$ cat src/rtl/scanport_pkg.sv
package scanport_pkg;
    typedef enum logic [1:0] {
        ACT_NONE    = 2'd0,
        ACT_CAPTURE = 2'd1,
        ACT_SHIFT   = 2'd2,
        ACT_UPDATE  = 2'd3
    } scan_act_e;

    function automatic scan_act_e pick_act(input logic sel, input logic cap,
                                           input logic shf, input logic upd);
        if (!sel)     return ACT_NONE;
        else if (cap) return ACT_CAPTURE;
        else if (shf) return ACT_SHIFT;
        else if (upd) return ACT_UPDATE;
        else          return ACT_NONE;
    endfunction
endpackage

$ cat src/rtl/scan_shifter.sv
module scan_shifter
    import scanport_pkg::*;
#(
    parameter int DATA_W  = 32,
    parameter int FRAME_W = 40
) (
    input  logic               clk,
    input  logic               rst_n,
    input  scan_act_e          act,
    input  logic               tdi,
    input  logic [DATA_W-1:0]  cap_data,
    output logic [FRAME_W-1:0] frame,
    output logic               tdo
);
    typedef struct packed {
        logic [FRAME_W-1:0] bits;
    } shf_state_t;

    shf_state_t st_d, st_q;

    always_comb begin
        st_d = st_q;
        case (act)
            ACT_CAPTURE: st_d.bits = FRAME_W'(cap_data);
            ACT_SHIFT:   st_d.bits = {tdi, st_q.bits[FRAME_W-1:1]};
            default:     st_d = st_q;
        endcase
    end

    always_ff @(posedge clk or negedge rst_n) begin
        if (!rst_n) st_q <= '0;
        else        st_q <= st_d;
    end

    assign frame = st_q.bits;
    assign tdo   = st_q.bits[0];
endmodule

$ cat src/rtl/access_decode.sv
module access_decode
    import scanport_pkg::*;
#(
    parameter int DATA_W   = 32,
    parameter int ADDR_W   = 7,
    parameter int NUM_REGS = 8,
    parameter int FRAME_W  = DATA_W + ADDR_W + 1
) (
    input  logic               clk,
    input  logic               rst_n,
    input  scan_act_e          act,
    input  logic [FRAME_W-1:0] frame,
    input  logic [DATA_W-1:0]  bus_rdata,
    output logic               bus_wr,
    output logic               bus_rd,
    output logic [ADDR_W-1:0]  bus_addr,
    output logic [DATA_W-1:0]  bus_wdata,
    output logic [DATA_W-1:0]  rd_result
);
    localparam int            DIR_POS = FRAME_W - 1;
    localparam logic [ADDR_W:0] LIMIT = (ADDR_W+1)'(NUM_REGS);

    typedef struct packed {
        logic              wr;
        logic              rd;
        logic              pend;
        logic              pend_ok;
        logic [ADDR_W-1:0] addr;
        logic [DATA_W-1:0] wdata;
        logic [DATA_W-1:0] hold;
    } dec_state_t;

    dec_state_t st_d, st_q;

    logic [ADDR_W-1:0] f_addr;
    logic [DATA_W-1:0] f_data;
    logic              f_dir;
    logic              f_ok;

    always_comb begin
        f_addr = frame[DATA_W +: ADDR_W];
        f_data = frame[DATA_W-1:0];
        f_dir  = frame[DIR_POS];
        f_ok   = ({1'b0, f_addr} < LIMIT);

        st_d      = st_q;
        st_d.wr   = 1'b0;
        st_d.rd   = 1'b0;
        st_d.pend = 1'b0;

        if (st_q.pend)
            st_d.hold = st_q.pend_ok ? bus_rdata : '0;

        if (act == ACT_UPDATE) begin
            st_d.addr  = f_addr;
            st_d.wdata = f_data;
            if (f_dir) begin
                st_d.wr   = f_ok;
                st_d.hold = '0;
            end else begin
                st_d.rd      = f_ok;
                st_d.pend    = 1'b1;
                st_d.pend_ok = f_ok;
            end
        end
    end

    always_ff @(posedge clk or negedge rst_n) begin
        if (!rst_n) st_q <= '0;
        else        st_q <= st_d;
    end

    assign bus_wr    = st_q.wr;
    assign bus_rd    = st_q.rd;
    assign bus_addr  = st_q.addr;
    assign bus_wdata = st_q.wdata;
    assign rd_result = st_q.hold;
endmodule

$ cat src/rtl/scan_reg_port.sv
module scan_reg_port
    import scanport_pkg::*;
#(
    parameter int DATA_W   = 32,
    parameter int ADDR_W   = 7,
    parameter int NUM_REGS = 8
) (
    input  logic              clk,
    input  logic              rst_n,
    input  logic              sel,
    input  logic              cap_en,
    input  logic              shift_en,
    input  logic              upd_en,
    input  logic              tdi,
    output logic              tdo,
    output logic              bus_wr,
    output logic              bus_rd,
    output logic [ADDR_W-1:0] bus_addr,
    output logic [DATA_W-1:0] bus_wdata,
    input  logic [DATA_W-1:0] bus_rdata
);
    localparam int FRAME_W = DATA_W + ADDR_W + 1;

    scan_act_e          act;
    logic [FRAME_W-1:0] frame_w;
    logic [DATA_W-1:0]  result_w;

    always_comb act = pick_act(sel, cap_en, shift_en, upd_en);

    scan_shifter #(.DATA_W(DATA_W), .FRAME_W(FRAME_W)) u_shf (
        .clk      (clk),
        .rst_n    (rst_n),
        .act      (act),
        .tdi      (tdi),
        .cap_data (result_w),
        .frame    (frame_w),
        .tdo      (tdo)
    );

    access_decode #(.DATA_W(DATA_W), .ADDR_W(ADDR_W), .NUM_REGS(NUM_REGS),
                    .FRAME_W(FRAME_W)) u_dec (
        .clk       (clk),
        .rst_n     (rst_n),
        .act       (act),
        .frame     (frame_w),
        .bus_rdata (bus_rdata),
        .bus_wr    (bus_wr),
        .bus_rd    (bus_rd),
        .bus_addr  (bus_addr),
        .bus_wdata (bus_wdata),
        .rd_result (result_w)
    );
endmodule

$ cat config.mk
export PLATFORM = sky130hd
export DESIGN_NAME = scan_reg_port
export DESIGN_NICKNAME = d
export VERILOG_FILES = /design/src/rtl/scanport_pkg.sv /design/src/rtl/scan_shifter.sv /design/src/rtl/access_decode.sv /design/src/rtl/scan_reg_port.sv
export SDC_FILE = /design/constraint.sdc
export NUM_CORES = 1
export LEC_CHECK = 0
export BUFFER_PORTS_ARGS = -buffer_cell sky130_fd_sc_hd__buf_2
export CORE_MARGIN = 3
export CORE_UTILIZATION = 50
export DETAILED_ROUTE_END_ITERATION = 10
export PLACE_DENSITY = 0.71
export SLEW_MARGIN = 30
export SYNTH_ARGS = -nofsm -noshare
export SYNTH_HDL_FRONTEND = slang
export SYNTH_SLANG_ARGS = --single-unit
$ cat constraint.sdc
create_clock -name clk -period 1.6 [get_ports clk]
set_input_delay 0.24 -clock clk [delete_from_list [all_inputs] [get_ports clk]]
set_output_delay 0.24 -clock clk [all_outputs]
set_load 0.03 [all_outputs]
After elaboration in Yosys (flattened, before gate mapping)
Cells that the tools add are included.
{"block": "word_totals", "regBits": 115, "input_bits": 39, "output_inout_bits": 42, "wordCells": 26}
{"block": "op_classes", "order_cmp": 1, "n_eq_ne": 3, "mux": 11, "bitwise": 1, "reduce_logical": 2}
{"cell": "$mux W32", "count": 3}
{"cell": "$pmux W40 S2", "count": 1}
{"cell": "$mux W75", "count": 1}
{"cell": "$mux W2", "count": 4}
{"cell": "$lt A7 B4 Y1 const B", "count": 1}
{"cell": "$eq A2 B2 Y1 const B", "count": 2}
{"cell": "$mux W3", "count": 1}
{"cell": "$eq A2 B1 Y1 const B", "count": 1}
{"cell": "$reduce_and A2 Y1", "count": 1}
{"cell": "$reduce_bool A2 Y1", "count": 1}
{"cell": "$mux W1", "count": 1}
{"cell": "$not A1 Y1", "count": 1}

Logic depth before layout (Yosys ltp)
Gate-level depths: netlist of the first run.
{"block": "logic_depth", "depth_word": 6, "ltp_mapped": 7, "mapped_depth_nobuf": 5}

Hierarchy
A second synthesis of the first run with hierarchy kept.
{"block": "unflattened", "cells_unflattened": 490, "area_unflattened_um2": 5407.7}
{"module": "access_decode", "instances": 1, "cells_each": 308, "area_each_um2": 3519.6, "seq_area_each_um2": 1876.8}
{"module": "scan_shifter", "instances": 1, "cells_each": 178, "area_each_um2": 1863.0, "seq_area_each_um2": 1001.0}
{"module": "scan_reg_port", "instances": 1, "cells_each": 4, "area_each_um2": 25.0, "seq_area_each_um2": 0.0}

Worst setup path before layout of the first run
Ideal clock, no wire load.
{"block": "synth_path", "path_kind": "input-to-reg", "from": "input port shift_en", "to": "register u_dec.st_q (netlist bit u_dec.bus_wdata[10])", "setup_ps": 125, "t_arrival_ps": 1293, "required_ps": 1475, "setup_slack_ps": 183, "stages": 5, "n_path_buf": 1, "cell_sequence": "nor2_1 > nor3b_1 > ha_1 > buf_2 > mux2_2"}
{"block": "synth_via", "elab_chain_cells": 4}
{"element": "from (decl)", "line_no": "scan_reg_port.sv:12", "rtl": "input logic shift_en,"}
{"element": "$mux W2", "line_no": "scanport_pkg.sv:13", "rtl": "else if (shf) return ACT_SHIFT;"}
{"element": "$mux W2", "line_no": "scanport_pkg.sv:12", "rtl": "else if (cap) return ACT_CAPTURE;"}
{"element": "$mux W2", "line_no": "scanport_pkg.sv:11", "rtl": "if (!sel) return ACT_NONE;"}
{"element": "$eq A2 B2 Y1", "line_no": "access_decode.sv:54", "rtl": "if (act == ACT_UPDATE) begin"}
{"element": "to (signal assigned)", "line_no": "access_decode.sv:70", "rtl": "else st_q <= st_d;"}
{"element": "to (decl)", "line_no": "access_decode.sv:33", "rtl": "dec_state_t st_d, st_q;"}
No other way between the ends.
A chain may end at the register's enable or synchronous reset.

Worst setup path after layout of the first run
{"block": "layout_path", "from": "register u_shf.st_q (netlist bit u_shf.frame[0])", "to": "output port tdo"}
{"element": "from (decl)", "line_no": "scan_shifter.sv:19", "rtl": "shf_state_t st_d, st_q;"}
{"element": "from (signal assigned)", "line_no": "scan_shifter.sv:32", "rtl": "else st_q <= st_d;"}
{"element": "to (decl)", "line_no": "scan_reg_port.sv:15", "rtl": "output logic tdo,"}
No word-level cell between the ends.

==> results of run 1 <==
## cells in the final DEF, fill, tap and decap left out, drive strengths merged, types with 2 or more instances in the layout
cell type    instances
nor2b                3
nand2               48
ha                   2
clkbuf              22
dfrtp              115
dlygate4sd3         24
mux2                39
bufinv               4
clkinv               4
clkinvlp             2
buf                105
o21ai               41
nand2b              32
a21oi               32
nand3               32
mux2i               33
## flip-flops by register name, summed over array words and instances, names as in the netlist
signal and count:
u_dec.rd_result 32, u_dec.bus_rd 1, u_dec.st_q 2, u_dec.bus_wr 1
u_dec.bus_addr 7, u_shf.frame 40, u_dec.bus_wdata 32
## what timing repair did
action	in CTS	in global routing
hold buffers	24	0
buffers inserted	0	0
endpoints found under the hold margin	74	0
## metrics by stage
stage	instances	power [mW]	hold slack, ps	utilization, %
floorplan	456	6.415	-55.59	-
global placement	622	6.665	196.9	56.09
detailed placement	622	6.760	194.4	56.09
CTS	678	10.70	2.564	64.73
global route	678	11.17	13.44	64.73
finish	678	10.61	22.37	64.73
## power by group
group / internal [mW] / total [mW] / switching (mW)
registers: 3.75 / 4.27 / 0.520
clock network: 2.60 / 3.86 / 1.26
logic: 0.987 / 2.48 / 1.49
total: 7.34 / 10.6 / 3.27
## worst register-to-register path, stage by stage, from the launching register on
cell and delay (ps):
dfrtp_1 410, or4_4 580, nor2b_1 210
## metal layers
| metal | vias up | GRT usage (%) | part of all wire, % |
|---|---|---|---|
| met5 | - | 0 | 0 |
| met4 | 0 | 7.215 | 1.3 |
| met3 | 14 | 5.479 | 4.9 |
| met2 | 87 | 32.64 | 48 |
| met1 | 1729 | 27.26 | 45 |
| li1 | 1662 | - | - |
## how the worst max path moves through the flow
stage                                to  slack [ps]  depth (start not counted)
global route                        tdo         190                          1
finish                              tdo         250                          1
floorplan           u_dec.bus_wdata[10]         180                          5
CTS                                 tdo         210                          1
detailed placement      u_shf.frame[32]         -70                          9
global placement    u_dec.bus_wdata[18]         -20                          6
## layout make-up
cell class	count	area [µm²]	area share, %
tap	133	166.4	2.618
timing repair buffer	129	930.9	14.65
sequential	115	2879	45.30
clock inverter	10	155.1	2.441
inverter	1	3.754	0.05906
clock buffer	22	452.9	7.126
multi-input combinational	268	1768	27.82
## logic make-up after synthesis
family / count (synthesis)
and+or+nand+nor: 120
buffers and inverters: 73
DFF: 115
adders and majority gates: 2
AOI/OAI and AO/OA: 74
muxes: 72
==> qor.json, run 1 <==
{
  "routing": {
    "routed_vias_inst": 5.150,
    "detail_route.drc_violations": 0,
    "drt-pass1-iter-count": 4,
    "initialDrtViolationCount": 195,
    "ant_nets": 0,
    "final_routed_wirelength_across_all_metal_layers_mm": 10.65,
    "vias": 3492,
    "detail_route.wl_per_cell_um": 15.71
  },
  "logic_synthesis": {
    "synth.area.mux_share_pct": 15.11,
    "synthMostInstantiatedCell": "dfrtp_1",
    "synth_xor_area_share_pct": 0,
    "synth.ff_latch_count": 115,
    "post_synthesis_share_of_cell_area_spent_on_and_or_nand_and_nor_gates_pct": 11.70,
    "syn_area_um2": 5092,
    "synth_area_leader_cell": "dfrtp_1",
    "adder_cell_area_share_of_the_yosys_netlist_pct": 0.4914,
    "netlist_instances": 456,
    "synth.top_cell.area_share_pct": 56.51,
    "most_frequently_used_flop_master_after_synthesis": "dfrtp_1",
    "syn_area_per_cell_um2": 11.17,
    "fraction_of_the_mapped_netlist_area_in_compound_gates_pct": 7.322,
    "synth.yosys.warnings": 0,
    "synth.area.top_cells": "dfrtp_1, mux2_2, mux2i_1",
    "ys_async_sr_fraction_pct": 100.0,
    "count_of_cell_types_in_the_netlist": 20,
    "synth_top_cells_by_count": "dfrtp_1, nand2_1, buf_4, o21ai_0, mux2_2",
    "net_count_after_synthesis": 497,
    "synth_top_family_by_area": "multiplexers",
    "seq_area_frac_synth_pct": 56.51,
    "synth_edf_count": 0
  },
  "layout": {
    "syn2layout_area_growth_pct": 24.82,
    "layout.nets": 573,
    "insertedDiodeCount": 0,
    "drive_above_1_share_pct": 32.48,
    "fill_cells": 783,
    "layout.cell_area.non_filler_um2": 6356
  },
  "global_routing": {
    "initial_antenna_violation_count": 0,
    "first_pass_grt_wire_length_mm": 18.14,
    "overall_global_routing_usage_pct": 20.49,
    "number_of_global_route_vias_before_repair": 3685,
    "grt_max_degree": 48,
    "global_route.overflow_total": 0
  },
  "place": {
    "placement.cell_area_um2": 5508,
    "placed_wire_length_estimate_mm": 6.799,
    "port_buffers": 80,
    "place_congestion": 0.7549,
    "preCtsSetupSlack_ps": -73.04
  },
  "power": {
    "worst_ir_drop_on_vdd_mv": 0.9099,
    "power_per_cell_area_nw_per_um2": 1670,
    "cellLeakagePower_nw": 2.931
  },
  "sta": {
    "maximum_clock_rate_mhz": 738.4,
    "worst_pin_slew_ps": 393.2,
    "timing.final.hold_violations": 0,
    "skew_ps": 9.294,
    "timing_max_transition_violations_final": 0,
    "setup_viol_count_final": 0,
    "slew-limit-headroom_pct": 73.79,
    "timing.final.ws_setup_ps": 245.7,
    "period_share_pct": 84.64,
    "grt_setup_unrepaired": "false",
    "fin_setup_tns_ps": 0,
    "finalWorstPathRequiredPeriod_ps": 1354
  },
  "cts": {
    "worst_skew_pair.late_latency_ps": 510,
    "clkSlewWorstSetupHoldPaths_ps": 50,
    "clock_sink_count": 115,
    "tritoncts": "done",
    "cts_resized": 0,
    "ctsRootBufferMaster": "clkbuf_8",
    "ctsLongestPathBuffers": 2,
    "cts-htree-levels": 4,
    "cts_buffers": 17
  },
  "critical_path": {
    "timing.reg2reg.worst_path_depth": 2,
    "r2r_slack_ps": 310,
    "cp_num_buf_inv": 1,
    "worst_r2r_endpoint": "u_dec.bus_rd",
    "worstPathArrival_ps": 1110,
    "start_kind": "register",
    "r2r_path_start": "u_shf.frame[37]",
    "crit_path_start": "u_shf.frame[0]",
    "crit_slowest_cell": "dfrtp_1",
    "worstSetupPathType": "register to output pin",
    "timing.critical_path.slowest_cell_delay_ps": 390,
    "cp_data_required_time_ps": 1360,
    "worst_path_dominant_cell_family": "flip-flops",
    "crit_path_end_kind": "output pin",
    "worstPathMaxFanout": 3,
    "cp_cell_sequence": "buf_2"
  },
  "worst_hold_path": {
    "hold_path_end": "u_dec.rd_result[19]",
    "timing.hold.worst_path_depth": 3,
    "hold_class": "input pin to register",
    "worst_hold_startpoint": "bus_rdata[19]"
  },
  "run_status": {
    "status": "finished clean"
  },
  "flow_run": {
    "maxCapViolations": 0
  },
  "die": {
    "floorplan.initialDensity_pct": 51.86,
    "design.core.area_um2": 9819,
    "die_area_um2": 11430,
    "dieHeight_um": 106.9,
    "design.portCount": 81,
    "placement_rows": 36,
    "die_width_um": 106.9
  }
}
Power figures use the tool's default switching activity.
==> inputs of run 2 (changes only) <==
Settings changed: PLACE_DENSITY 0.71 to 0.74.
Clock period 1.6 ns to 1.18 ns, I/O delays scaled along.
==> run 2 against run 1 <==
Against the previous run: the flow now finishes with violations (negative setup slack); cell count increased by 2.7%; setup slack lost 300 ps; non-clock buffer count rose by 18; critical endpoint is now bus_wdata[19]; largest power group unchanged.
==> qor.json, run 2 (same netlist as run 1, synthesis figures left out) <==
{
  "run_status": {
    "status": "complete, but fails checks",
    "failed_checks": "negative setup slack"
  },
  "die": {
    "die_area": {"value": 11430, "unit": "µm²", "change": "unchanged"},
    "design.portCount": {"value": 81, "change": "unchanged"},
    "die_width": {"value": 106.9, "unit": "µm", "change": "unchanged"},
    "floorplan.initialDensity": {"value": 51.86, "unit": "%", "change": "unchanged"},
    "placement_rows": {"value": 36, "change": "unchanged"},
    "dieHeight": {"value": 106.9, "unit": "µm", "change": "unchanged"},
    "design.core.area": {"value": 9819, "unit": "µm²", "change": "unchanged"}
  },
  "critical_path": {
    "crit_path_start": "u_dec.bus_wdata[19]",
    "cp_cell_sequence": "buf_6",
    "timing.critical_path.slowest_cell_delay": {"value": 400, "unit": "ps", "change": "about the same"},
    "timing.reg2reg.worst_path_depth": {"value": 2, "change": "unchanged"},
    "worst_r2r_endpoint": "u_dec.st_q[71]",
    "start_kind": "register",
    "setup.worst_path.end": "bus_wdata[19]",
    "critical_path_depth": {"value": 1, "change": "unchanged"},
    "cp_data_required_time": {"value": 1000, "unit": "ps", "change": "-360 ps"},
    "r2r_path_start": "u_shf.frame[35]",
    "worstSetupPathType": "register to output pin",
    "worst_path_dominant_cell_family": "flip-flops",
    "r2r_slack": {"value": 30, "unit": "ps", "change": "-280 ps"},
    "worstPathArrival": {"value": 1050, "unit": "ps", "change": "-60 ps"},
    "cp_num_buf_inv": {"value": 1, "change": "unchanged"},
    "worstPathMaxFanout": {"value": 2, "change": "-1"},
    "crit_path_end_kind": "output pin",
    "crit_slowest_cell": "dfrtp_1"
  },
  "place": {
    "preCtsSetupSlack": {"value": -393.5, "unit": "ps", "change": "-320.5 ps"},
    "place_congestion": {"value": 0.7406, "change": "-1.9%"},
    "placed_wire_length_estimate": {"value": 6.602, "unit": "mm", "change": "-2.9%"},
    "port_buffers": {"value": 80, "change": "unchanged"}
  },
  "layout": {
    "highest_count_cells_in_the_layout_ignoring_fill_and_taps": "dfrtp_1, nand2_1, buf_6",
    "postLayoutCoreUtil": {"value": 69.55, "unit": "%", "change": "+4.8 points"},
    "drive_above_1_share": {"value": 34.46, "unit": "%", "change": "+2.0 points"},
    "fill_cells": {"value": 704, "change": "-10%"},
    "syn2layout_area_growth_pct": 34.10,
    "layout.nets": {"value": 591, "change": "+3.1%"},
    "leading_cell_type_in_the_layout_fill_and_taps_excluded": "dfrtp_1",
    "insertedDiodeCount": {"value": 0, "change": "unchanged"},
    "largest_register_ff_count": {"value": 40, "change": "unchanged"}
  },
  "sta": {
    "slew-limit-headroom": {"value": 78.00, "unit": "%", "change": "+4.2 points"},
    "timing.final.ws_setup": {"value": -50.00, "unit": "ps", "change": "-295.7 ps"},
    "skew": {"value": 5.636, "unit": "ps", "change": "-3.658 ps"},
    "fin_setup_tns": {"value": -1151, "unit": "ps", "change": "-1151 ps"},
    "worst_pin_slew": {"value": 330.0, "unit": "ps", "change": "-63.17 ps"},
    "maximum_clock_rate_mhz": 813.0,
    "grt_setup_unrepaired": "true",
    "finalWorstPathRequiredPeriod_ps": 1230,
    "timing.final.hold_violations": {"value": 0, "change": "unchanged"},
    "period_share_pct": 104.2,
    "setup_viol_count_final": {"value": 41, "change": "+41"},
    "timing_max_transition_violations_final": {"value": 0, "change": "unchanged"}
  },
  "global_routing": {
    "first_pass_grt_wire_length": {"value": 19.04, "unit": "mm", "change": "+4.9%"},
    "grt_max_degree": {"value": 60, "change": "+25%"},
    "number_of_global_route_vias_before_repair": {"value": 3849, "change": "+4.5%"},
    "overall_global_routing_usage": {"value": 21.33, "unit": "%", "change": "+0.84 points"},
    "initial_antenna_violation_count": {"value": 0, "change": "unchanged"},
    "global_route.overflow_total": {"value": 0, "change": "unchanged"}
  },
  "cts": {
    "ctsRootBufferMaster": "clkbuf_8",
    "clock_sink_count": {"value": 115, "change": "unchanged"},
    "cts-htree-levels": {"value": 4, "change": "unchanged"},
    "cts_buffers": {"value": 17, "change": "unchanged"},
    "worst_skew_pair.late_latency": {"value": 500, "unit": "ps", "change": "about the same"},
    "clkSlewWorstSetupHoldPaths": {"value": 60, "unit": "ps", "change": "about the same"},
    "ctsLongestPathBuffers": {"value": 2, "change": "unchanged"},
    "tritoncts": "done"
  },
  "routing": {
    "detail_route.wl_per_cell": {"value": 16.29, "unit": "µm", "change": "+3.7%"},
    "final_routed_wirelength_across_all_metal_layers": {"value": 11.34, "unit": "mm", "change": "+6.5%"},
    "drt-pass1-iter-count": {"value": 4, "change": "unchanged"},
    "routed_vias_inst": {"value": 5.194, "change": "+0.85%"},
    "initialDrtViolationCount": {"value": 200, "change": "+2.6%"},
    "vias": {"value": 3615, "change": "+3.5%"},
    "ant_nets": {"value": 0, "change": "unchanged"},
    "detail_route.drc_violations": {"value": 0, "change": "unchanged"}
  },
  "power": {
    "power_per_cell_area": {"value": 2248, "unit": "nW/µm²", "change": "+35%"},
    "cellLeakagePower": {"value": 3.079, "unit": "nW", "change": "+5.0%"},
    "worst_ir_drop_on_vdd": {"value": 0.9598, "unit": "mV", "change": "+5.5%"}
  },
  "flow_run": {
    "maxCapViolations": {"value": 0, "change": "unchanged"}
  },
  "worst_hold_path": {
    "hold_class": "input pin to asynchronous set/reset pin"
  }
}
## run 2: changes by cell type in the layout (fill, tap and decap cells not counted), moves of 3 or more
cell / change
buf_6: +42
buf_12: +3
buf_2: -42
o21ai_1: +41
clkbuf_1: -3
dlygate4sd3_1: +10
buf_4: +5
o21ai_0: -41
## run 2: worst min path at each step
| stage | start | endpoint | slack (ps) | depth (start not counted) |
|---|---|---|---|---|
| 2_1_floorplan | rst_n | u_dec.bus_addr[0] | -120 | 0 |
| 3_3_place_gp | rst_n | u_dec.bus_wdata[6] | 210 | 2 |
| 3_5_place_dp | rst_n | u_dec.bus_wdata[6] | 210 | 2 |
| 4_1_cts | rst_n | u_dec.bus_wdata[6] | 230 | 3 |
| 5_1_grt | rst_n | u_dec.rd_result[6] | 240 | 3 |
| 6_report | rst_n | u_dec.bus_wdata[7] | 210 | 3 |
## run 2: routing by layer
metal,part of all wire (%),vias up,track usage (%)
li1,-,1700,-
met1,42,1807,26.14
met2,53,93,37.68
met3,4.0,15,5.178
met4,1.2,0,5.845
met5,0,-,0
## run 2: area by class of cell
type	count	area [µm²]	area share, %
timing repair buffer	147	1391	20.37
inverter	1	3.754	0.05497
multi-input combinational	268	1798	26.33
sequential	115	2879	42.16
clock buffer	18	427.9	6.266
tap	133	166.4	2.437
clock inverter	14	162.7	2.382
## run 2: report_power, final
group          total, mW  internal, mW  switching [mW]
logic               4.37          2.21            2.16
registers           5.94          5.09           0.850
clock network       5.05          3.25            1.79
## run 2: stage by stage
step	cells	cell area, µm²	power (mW)	hold WS, ps
after floorplan	456	5250	8.833	-118.6
after global placement	617	5535	9.088	211.8
after detailed placement	617	5535	9.239	214.7
after CTS	693	6807	15.39	226.5
after global routing	696	6829	16.09	240.2
final	696	6829	15.35	214.3
## run 2: repair_timing
action	CTS	global route
gates resized for setup	85	0
pin swaps	0	1
endpoints found under the setup margin	43	43
endpoints found under the hold margin	148	0
hold buffers	34	0
setup buffers	10	3
